==> config.mk <==
export PLATFORM = sky130hd
export DESIGN_NAME = ovf_timer
export DESIGN_NICKNAME = d
export VERILOG_FILES = /design/src/rtl/ovf_timer_pkg.sv /design/src/rtl/ovf_prescaler.sv /design/src/rtl/ovf_counter.sv /design/src/rtl/ovf_flag_reg.sv /design/src/rtl/ovf_timer.sv
export SDC_FILE = /design/constraint.sdc
export NUM_CORES = 1
export LEC_CHECK = 0
export CORE_MARGIN = 5
export CORE_UTILIZATION = 50
export DETAILED_ROUTE_END_ITERATION = 10
export PLACE_DENSITY = 0.77
export SLEW_MARGIN = 40
export SYNTH_ARGS = -nofsm -noshare
export SYNTH_HDL_FRONTEND = slang
export SYNTH_SLANG_ARGS = --single-unit
==> constraint.sdc <==
create_clock -name clk -period 1.9 [get_ports clk]
set_input_delay 0.19 -clock clk [delete_from_list [all_inputs] [get_ports clk]]
set_output_delay 0.19 -clock clk [all_outputs]
set_load 0.005 [all_outputs]
==> src/rtl/ovf_timer_pkg.sv <==
package ovf_timer_pkg;

   typedef enum logic [2:0] {
      REG_ENABLE = 3'd0,
      REG_FLAGS  = 3'd1,
      REG_CNT_HI = 3'd2,
      REG_CNT_LO = 3'd3,
      REG_TEST   = 3'd4
   } reg_sel_e;

   localparam int NUM_SRC   = 4;   // enable/flag pairs in bits 7:4
   localparam int SRC_LSB   = 4;
   localparam int OVF_IDX   = 3;   // overflow sits at bit 7
   localparam int PSEL_W    = 2;

   // mask of divider phase bits that must be all ones for a step
   function automatic logic [3:0] ratio_mask(input logic [PSEL_W-1:0] sel);
      case (sel)
         2'b00:   ratio_mask = 4'b0000;
         2'b01:   ratio_mask = 4'b0011;
         2'b10:   ratio_mask = 4'b0111;
         default: ratio_mask = 4'b1111;
      endcase
   endfunction

endpackage

==> src/rtl/ovf_prescaler.sv <==
module ovf_prescaler
   import ovf_timer_pkg::*;
#(
   parameter int PRE_W = 4
) (
   input  logic              clk,
   input  logic              rst_n,
   input  logic [PSEL_W-1:0] sel,
   output logic              tick
);

   if (PRE_W < 4) begin : g_bad_pre
      $error("ovf_prescaler: PRE_W must cover a divide by 16");
   end

   logic [PRE_W-1:0] phase_q;
   logic [PRE_W-1:0] need_ones;

   assign need_ones = PRE_W'(ratio_mask(sel));
   assign tick      = &(phase_q | ~need_ones);

   always_ff @(posedge clk or negedge rst_n) begin
      if (!rst_n) phase_q <= '0;
      else        phase_q <= phase_q + 1'b1;
   end

   // the divider phase always moves forward
   a_r2_phase_runs: assert property (@(posedge clk) disable iff (!rst_n)
      1'b1 |=> phase_q == $past(phase_q) + 1'b1);

endmodule

==> src/rtl/ovf_counter.sv <==
module ovf_counter #(
   parameter int CNT_W      = 16,
   parameter int SEG_W      = 8,
   parameter bit HAS_BYPASS = 1'b1
) (
   input  logic             clk,
   input  logic             rst_n,
   input  logic             tick,
   input  logic             bypass,
   output logic [CNT_W-1:0] count,
   output logic             wrap
);

   localparam int NSEG = CNT_W / SEG_W;

   if (CNT_W % SEG_W != 0 || NSEG < 1) begin : g_bad_seg
      $error("ovf_counter: CNT_W must be a multiple of SEG_W");
   end

   logic            byp_eff;
   logic [NSEG:0]   chain;

   if (HAS_BYPASS) begin : g_byp
      assign byp_eff = bypass;
   end else begin : g_nobyp
      logic unused_byp;
      assign unused_byp = bypass;
      assign byp_eff    = 1'b0;
   end

   assign chain[0] = tick;

   for (genvar s = 0; s < NSEG; s++) begin : g_seg
      logic [SEG_W-1:0] seg_q;
      logic             step;

      assign step       = byp_eff | chain[s];
      assign chain[s+1] = chain[s] & (&seg_q);
      assign count[s*SEG_W +: SEG_W] = seg_q;

      always_ff @(posedge clk or negedge rst_n) begin
         if (!rst_n)    seg_q <= '0;
         else if (step) seg_q <= seg_q + 1'b1;
      end
   end

   assign wrap = (byp_eff | tick) & (&count);

   // a wrap leaves the counter at zero
   a_r3_wrap_to_zero: assert property (@(posedge clk) disable iff (!rst_n)
      wrap |=> count == '0);

   // in bypass the lowest and highest bytes both step each clock
   a_r9_low_steps: assert property (@(posedge clk) disable iff (!rst_n)
      byp_eff |=> count[SEG_W-1:0] == $past(count[SEG_W-1:0]) + 1'b1);
   a_r9_high_steps: assert property (@(posedge clk) disable iff (!rst_n)
      byp_eff |=> count[CNT_W-1 -: SEG_W] == $past(count[CNT_W-1 -: SEG_W]) + 1'b1);

   // without a step request and outside bypass the count holds
   a_r2_hold: assert property (@(posedge clk) disable iff (!rst_n)
      (!tick && !byp_eff) |=> $stable(count));

endmodule

==> src/rtl/ovf_flag_reg.sv <==
module ovf_flag_reg #(
   parameter int NFLAG = 4
) (
   input  logic             clk,
   input  logic             rst_n,
   input  logic [NFLAG-1:0] hw_set,
   input  logic             clr_wr,
   input  logic [NFLAG-1:0] clr_data,
   output logic [NFLAG-1:0] flags
);

   if (NFLAG < 1) begin : g_bad_nflag
      $error("ovf_flag_reg: NFLAG must be positive");
   end

   logic [NFLAG-1:0] clr_mask;
   assign clr_mask = clr_wr ? clr_data : '0;

   always_ff @(posedge clk or negedge rst_n) begin
      if (!rst_n) flags <= '0;
      else        flags <= (flags & ~clr_mask) | hw_set;
   end

   // a hardware set is never lost to a simultaneous clear
   a_r4_set_wins: assert property (@(posedge clk) disable iff (!rst_n)
      (|hw_set) |=> (flags & $past(hw_set)) == $past(hw_set));

   // with no clear write, set flags stay set
   a_r4_sticky: assert property (@(posedge clk) disable iff (!rst_n)
      !clr_wr |=> (flags & $past(flags)) == $past(flags));

endmodule

==> src/rtl/ovf_timer.sv <==
module ovf_timer
   import ovf_timer_pkg::*;
#(
   parameter int CNT_W      = 16,
   parameter int SEG_W      = 8,
   parameter int PRE_W      = 4,
   parameter int ADDR_W     = 3,
   parameter int DATA_W     = 8,
   parameter bit HAS_BYPASS = 1'b1
) (
   input  logic              clk,
   input  logic              rst_n,
   input  logic              special_mode,
   input  logic              wr_en,
   input  logic              rd_en,
   input  logic [ADDR_W-1:0] addr,
   input  logic [DATA_W-1:0] wdata,
   output logic [DATA_W-1:0] rdata,
   output logic              irq
);

   localparam int HALF_W = CNT_W / 2;

   if (DATA_W != 8 || CNT_W != 2 * DATA_W) begin : g_bad_width
      $error("ovf_timer: needs an 8-bit port and a 16-bit counter");
   end
   if (ADDR_W < 3) begin : g_bad_addr
      $error("ovf_timer: ADDR_W must reach offset 4");
   end

   logic [NUM_SRC-1:0] en_q;
   logic [PSEL_W-1:0]  psel_q;
   logic               byp_q;
   logic [HALF_W-1:0]  lat_q;
   logic [NUM_SRC-1:0] flags;
   logic [CNT_W-1:0]   count;
   logic               tick, wrap;
   logic               sel_en, sel_flg, sel_hi, sel_test;
   logic               unused_wbits;

   assign unused_wbits = ^wdata[3:2];

   assign sel_en   = addr == ADDR_W'(REG_ENABLE);
   assign sel_flg  = addr == ADDR_W'(REG_FLAGS);
   assign sel_hi   = addr == ADDR_W'(REG_CNT_HI);
   assign sel_test = addr == ADDR_W'(REG_TEST);

   always_ff @(posedge clk or negedge rst_n) begin
      if (!rst_n) begin
         en_q   <= '0;
         psel_q <= '0;
      end else if (wr_en && sel_en) begin
         en_q   <= wdata[SRC_LSB +: NUM_SRC];
         psel_q <= wdata[PSEL_W-1:0];
      end
   end

   if (HAS_BYPASS) begin : g_test_reg
      always_ff @(posedge clk or negedge rst_n) begin
         if (!rst_n)                              byp_q <= 1'b0;
         else if (wr_en && sel_test && special_mode) byp_q <= wdata[0];
      end
   end else begin : g_no_test_reg
      assign byp_q = 1'b0;
   end

   always_ff @(posedge clk or negedge rst_n) begin
      if (!rst_n)               lat_q <= '0;
      else if (rd_en && sel_hi) lat_q <= count[HALF_W-1:0];
   end

   ovf_prescaler #(.PRE_W(PRE_W)) i_pre (
      .clk  (clk),
      .rst_n(rst_n),
      .sel  (psel_q),
      .tick (tick)
   );

   ovf_counter #(
      .CNT_W     (CNT_W),
      .SEG_W     (SEG_W),
      .HAS_BYPASS(HAS_BYPASS)
   ) i_cnt (
      .clk   (clk),
      .rst_n (rst_n),
      .tick  (tick),
      .bypass(byp_q),
      .count (count),
      .wrap  (wrap)
   );

   logic [NUM_SRC-1:0] hw_set;
   always_comb begin
      hw_set          = '0;
      hw_set[OVF_IDX] = wrap;
   end

   ovf_flag_reg #(.NFLAG(NUM_SRC)) i_flg (
      .clk     (clk),
      .rst_n   (rst_n),
      .hw_set  (hw_set),
      .clr_wr  (wr_en && sel_flg),
      .clr_data(wdata[SRC_LSB +: NUM_SRC]),
      .flags   (flags)
   );

   always_comb begin
      rdata = '0;
      case (addr)
         ADDR_W'(REG_ENABLE): rdata = {en_q, 2'b00, psel_q};
         ADDR_W'(REG_FLAGS):  rdata = {flags, 4'b0000};
         ADDR_W'(REG_CNT_HI): rdata = count[CNT_W-1:HALF_W];
         ADDR_W'(REG_CNT_LO): rdata = lat_q;
         ADDR_W'(REG_TEST):   rdata = {{(DATA_W-1){1'b0}}, byp_q};
         default:             rdata = '0;
      endcase
   end

   assign irq = |(en_q & flags);

   // bypass control ignores writes outside special mode
   a_r8_test_locked: assert property (@(posedge clk) disable iff (!rst_n)
      (wr_en && sel_test && !special_mode) |=> $stable(byp_q));

   // an enabled overflow flag always raises the request
   a_r5_irq_on: assert property (@(posedge clk) disable iff (!rst_n)
      (en_q[OVF_IDX] && flags[OVF_IDX]) |-> irq);

   // enable writes leave the flags untouched
   a_r5_en_no_flag: assert property (@(posedge clk) disable iff (!rst_n)
      (wr_en && sel_en && !wrap) |=> $stable(flags));

   // ratio 1 outside bypass steps on every edge
   a_r2_div1_steps: assert property (@(posedge clk) disable iff (!rst_n)
      (psel_q == '0 && !byp_q) |=> count == $past(count) + 1'b1);

   // an advance from all ones raises the overflow flag
   a_r3_flag_sets: assert property (@(posedge clk) disable iff (!rst_n)
      (wrap) |=> flags[OVF_IDX]);

endmodule

==> impl_metrics.toml <==
[run_status]
status = "finished clean"

[timing]
max_freq_mhz = 557.8
fin_worst_skew_ns = 0.007402
rsz0062_at_grt = "false"
fin_ws_ns = 0.1074
drv_slew = 0
max_slew_margin = 0.6763
finalHoldViolCount = 0
fin_crit_sh = 0.9435
period_minus_slack_ns = 1.793
tns_ns = 0
worstMarginPinSlew_ns = 0.4856
setup_viol = 0

[global_routing]
antenna_found_initial = 0
grtUsageMet2 = 0.2983
top_usage_layer = "met2"
grtUsageMet1 = 0.1912
grt_pass1_wl_um = 6713
grt_use_total = 0.1696
use_met3 = 0.05263
grt_pass1_vias = 1433
grt_max_degree = 40
overflow = 0

[logic_synthesis]
synth_cell_types = 39
ys_seq_area_frac = 0.5029
synth_nets = 168
synth-seq-cells = 39
yosysWarnings = 0
syn_area_per_cell_um2 = 13.02
syn_inst = 149
netlist_area_um2 = 1941

[floorplan]
die_w_um = 72.30
core_area_um2 = 3716
initial_core_util = 0.5222
io_pins = 25
die-area_um2 = 5227
num_rows = 22
die_h_um = 72.30

[pwr]
power.leakage_nw = 1.163
peakVddDrop_uv = 656.3
p_int_w = 0.001858
p_clk_frac = 0.223
pwr-share-seq = 0.485
power_density_nw_per_um2 = 1100
sw_frac_of_total = 0.3124
combPwrFrac = 0.291
power.switching_w = 0.0008443

[routing]
dr.first_iter.drc_count = 66
wl_per_cell_um = 15.77
drt_wl_total_um = 3849
avgViaCountPerCell = 5.348
vias = 1305
ant_nets = 0
drc = 0
drtPass1Iterations = 4

[cells_and_area]
fin_nets = 214
multiInputGateArea_um2 = 935.9
areaGrowthSynthToFinish_pct = 26.56
layout_common_cells = "dfrtp_1, buf_4, mux2_2"
utilization = 0.6609
final_common_cell = "dfrtp_1"
nFillCells = 282
antenna_cells = 0
seq_area_um2 = 975.9
drive_gt1_frac = 0.3163

[clock_network]
clockRootBuffer = "clkbuf_8"
cts_tree = "done"
cts.clk_slew.worst_paths_ns = 0.08
htree_levels = 2
clock_path_buffers = 2
cts.sinks = 39
cts_buffers = 5
clkLatencyLatePin_ns = 0.29

[worst_setup_path]
required_ns = 1.71
worstSetupPathType = "reg2out"
crit_path_start_kind = "flop"
worstSetupEndpointType = "output pin"
crit_buf_inv = 1
arrival_ns = 1.60
path_delay_family = "buffers and inverters"
crit_top_cell = "nor2_1"
cp_slowest_cell = "clkdlybuf4s50_1"
slowest_delay_ns = 0.51
crit_chain = "mux2i_1 -> nor2_1 -> a31oi_1 -> nor2_1 -> clkdlybuf4s50_1"
cp_max_fo = 4

[flow_run]
cap_violations = 0

[placement]
dp_worst_setup_slack_ns = -0.2919
port_buffers = 22
place_congestion = 0.8154
dp_hpwl_um = 2901

[worst_hold_path]
hold_path_class = "in2async"
[cell families after synthesis]
logic type,after synthesis,share of synthesized area
buffers and inverters,6,0.01483
AOI/OAI and AO/OA,13,0.06642
xor gates and xnor gates,16,0.07221
and+or+nand+nor,47,0.1586
DFF,39,0.5029
adders and majority gates,3,0.01934
muxes,25,0.1657
[power by group through the flow]
stage          Clock (W)  Sequential [W]  Combinational (W)
6_report        0.000603         0.00131           0.000788
5_1_grt         0.000660         0.00135           0.000870
4_1_cts         0.000618         0.00132           0.000761
3_5_place_dp           0         0.00134           0.000722
3_3_place_gp           0         0.00132           0.000692
2_1_floorplan          0         0.00126           0.000528
[repair_timing]
| action | CTS | global route |
|---|---|---|
| setup endpoints to repair | 8 | 1 |
| hold buffers | 0 | 1 |
| hold endpoints to repair | 0 | 39 |
| gates resized for setup | 7 | 2 |
| setup buffers | 7 | 2 |
[sequential cells by signal, summed over array words and instances, names as in the netlist]
| register | count |
|---|---|
| i_pre.phase_q | 4 |
| en_q | 4 |
| lat_q | 8 |
| i_flg.flags | 4 |
| i_cnt.g_seg.seg_q | 16 |
| byp_q | 1 |
| psel_q | 2 |
[path summary, 6_finish.rpt]
kind                                         startpoint                 endpoint  slack (ns)  depth (start not counted)
worst max-delay path                          psel_q[1]                 rdata[1]        0.11                          5
worst min-delay path                              rst_n                  en_q[3]        0.39                          2
worst max register to register  i_cnt.g_seg[0].seg_q[0]  i_cnt.g_seg[1].seg_q[7]        0.23                          6
worst min register to register         i_pre.phase_q[3]         i_pre.phase_q[3]        0.47                          1
max in group asynchronous                         rst_n                 lat_q[1]        1.15                          2
min in group clk                       i_pre.phase_q[3]         i_pre.phase_q[3]        0.47                          1
[metal layers]
| metal | part of all wire | routed length (um) |
|---|---|---|
| met4 | 0.020 | 76 |
| met2 | 0.52 | 2000 |
| met3 | 0.045 | 175 |
| met1 | 0.41 | 1596 |
| met5 | 0 | 0 |
[layout make-up]
class | count | share of cell area
sequential | 39 | 0.3974
tap | 48 | 0.02445
inverter | 2 | 0.003057
timing repair buffer | 43 | 0.1533
clock buffer | 8 | 0.04075
multi-input combinational | 104 | 0.3810
[synth_stat cells]
master    number  area share
buf_4          1      0.0039
nand3_2        1      0.0052
nor2_1         8       0.015
and4bb_1       1      0.0064
nor3b_4        1      0.0097
o21ai_2        1      0.0045
nand2b_1       3      0.0097
nor2b_1        5       0.016
dfrtp_1       39        0.50
and2b_4        1      0.0052
a31oi_4        1       0.011
nor3_2         1      0.0052
o31ai_1        1      0.0039
o22a_1         1      0.0045
a22oi_1        2      0.0077
nand2_1       10       0.019
xor2_1        11       0.050
ha_1           3       0.019
inv_1          2      0.0039
mux2_2        17       0.099
nor3_1         1      0.0026
nor3_4         1      0.0084
clkbuf_1       1      0.0019
and3_1         1      0.0032
xnor2_1        5       0.023
a31oi_1        1      0.0032
a21boi_0       3       0.012
a21oi_4        1      0.0084
nand2_4        1      0.0058
nor4b_2        1      0.0077
o21ai_4        1      0.0084
nor3b_1        2      0.0077
and4bb_2       1      0.0064
mux4_2         4       0.046
nor4_2         1      0.0064
mux2i_1        4       0.021
buf_2          2      0.0052
o22ai_1        1      0.0032
nand3_1        7       0.018
[stage by stage]
step | hold slack, ns | power (W) | std cells | area [um2]
floorplan | -0.1056 | 0.001789 | 149 | 1941
global placement | 0.3210 | 0.002015 | 226 | 2277
detailed placement | 0.3460 | 0.002063 | 226 | 2277
CTS | 0.02965 | 0.002695 | 241 | 2424
global route | 0.4352 | 0.002876 | 244 | 2456
finish | 0.3913 | 0.002702 | 244 | 2456
Power figures use the tool's default switching activity.
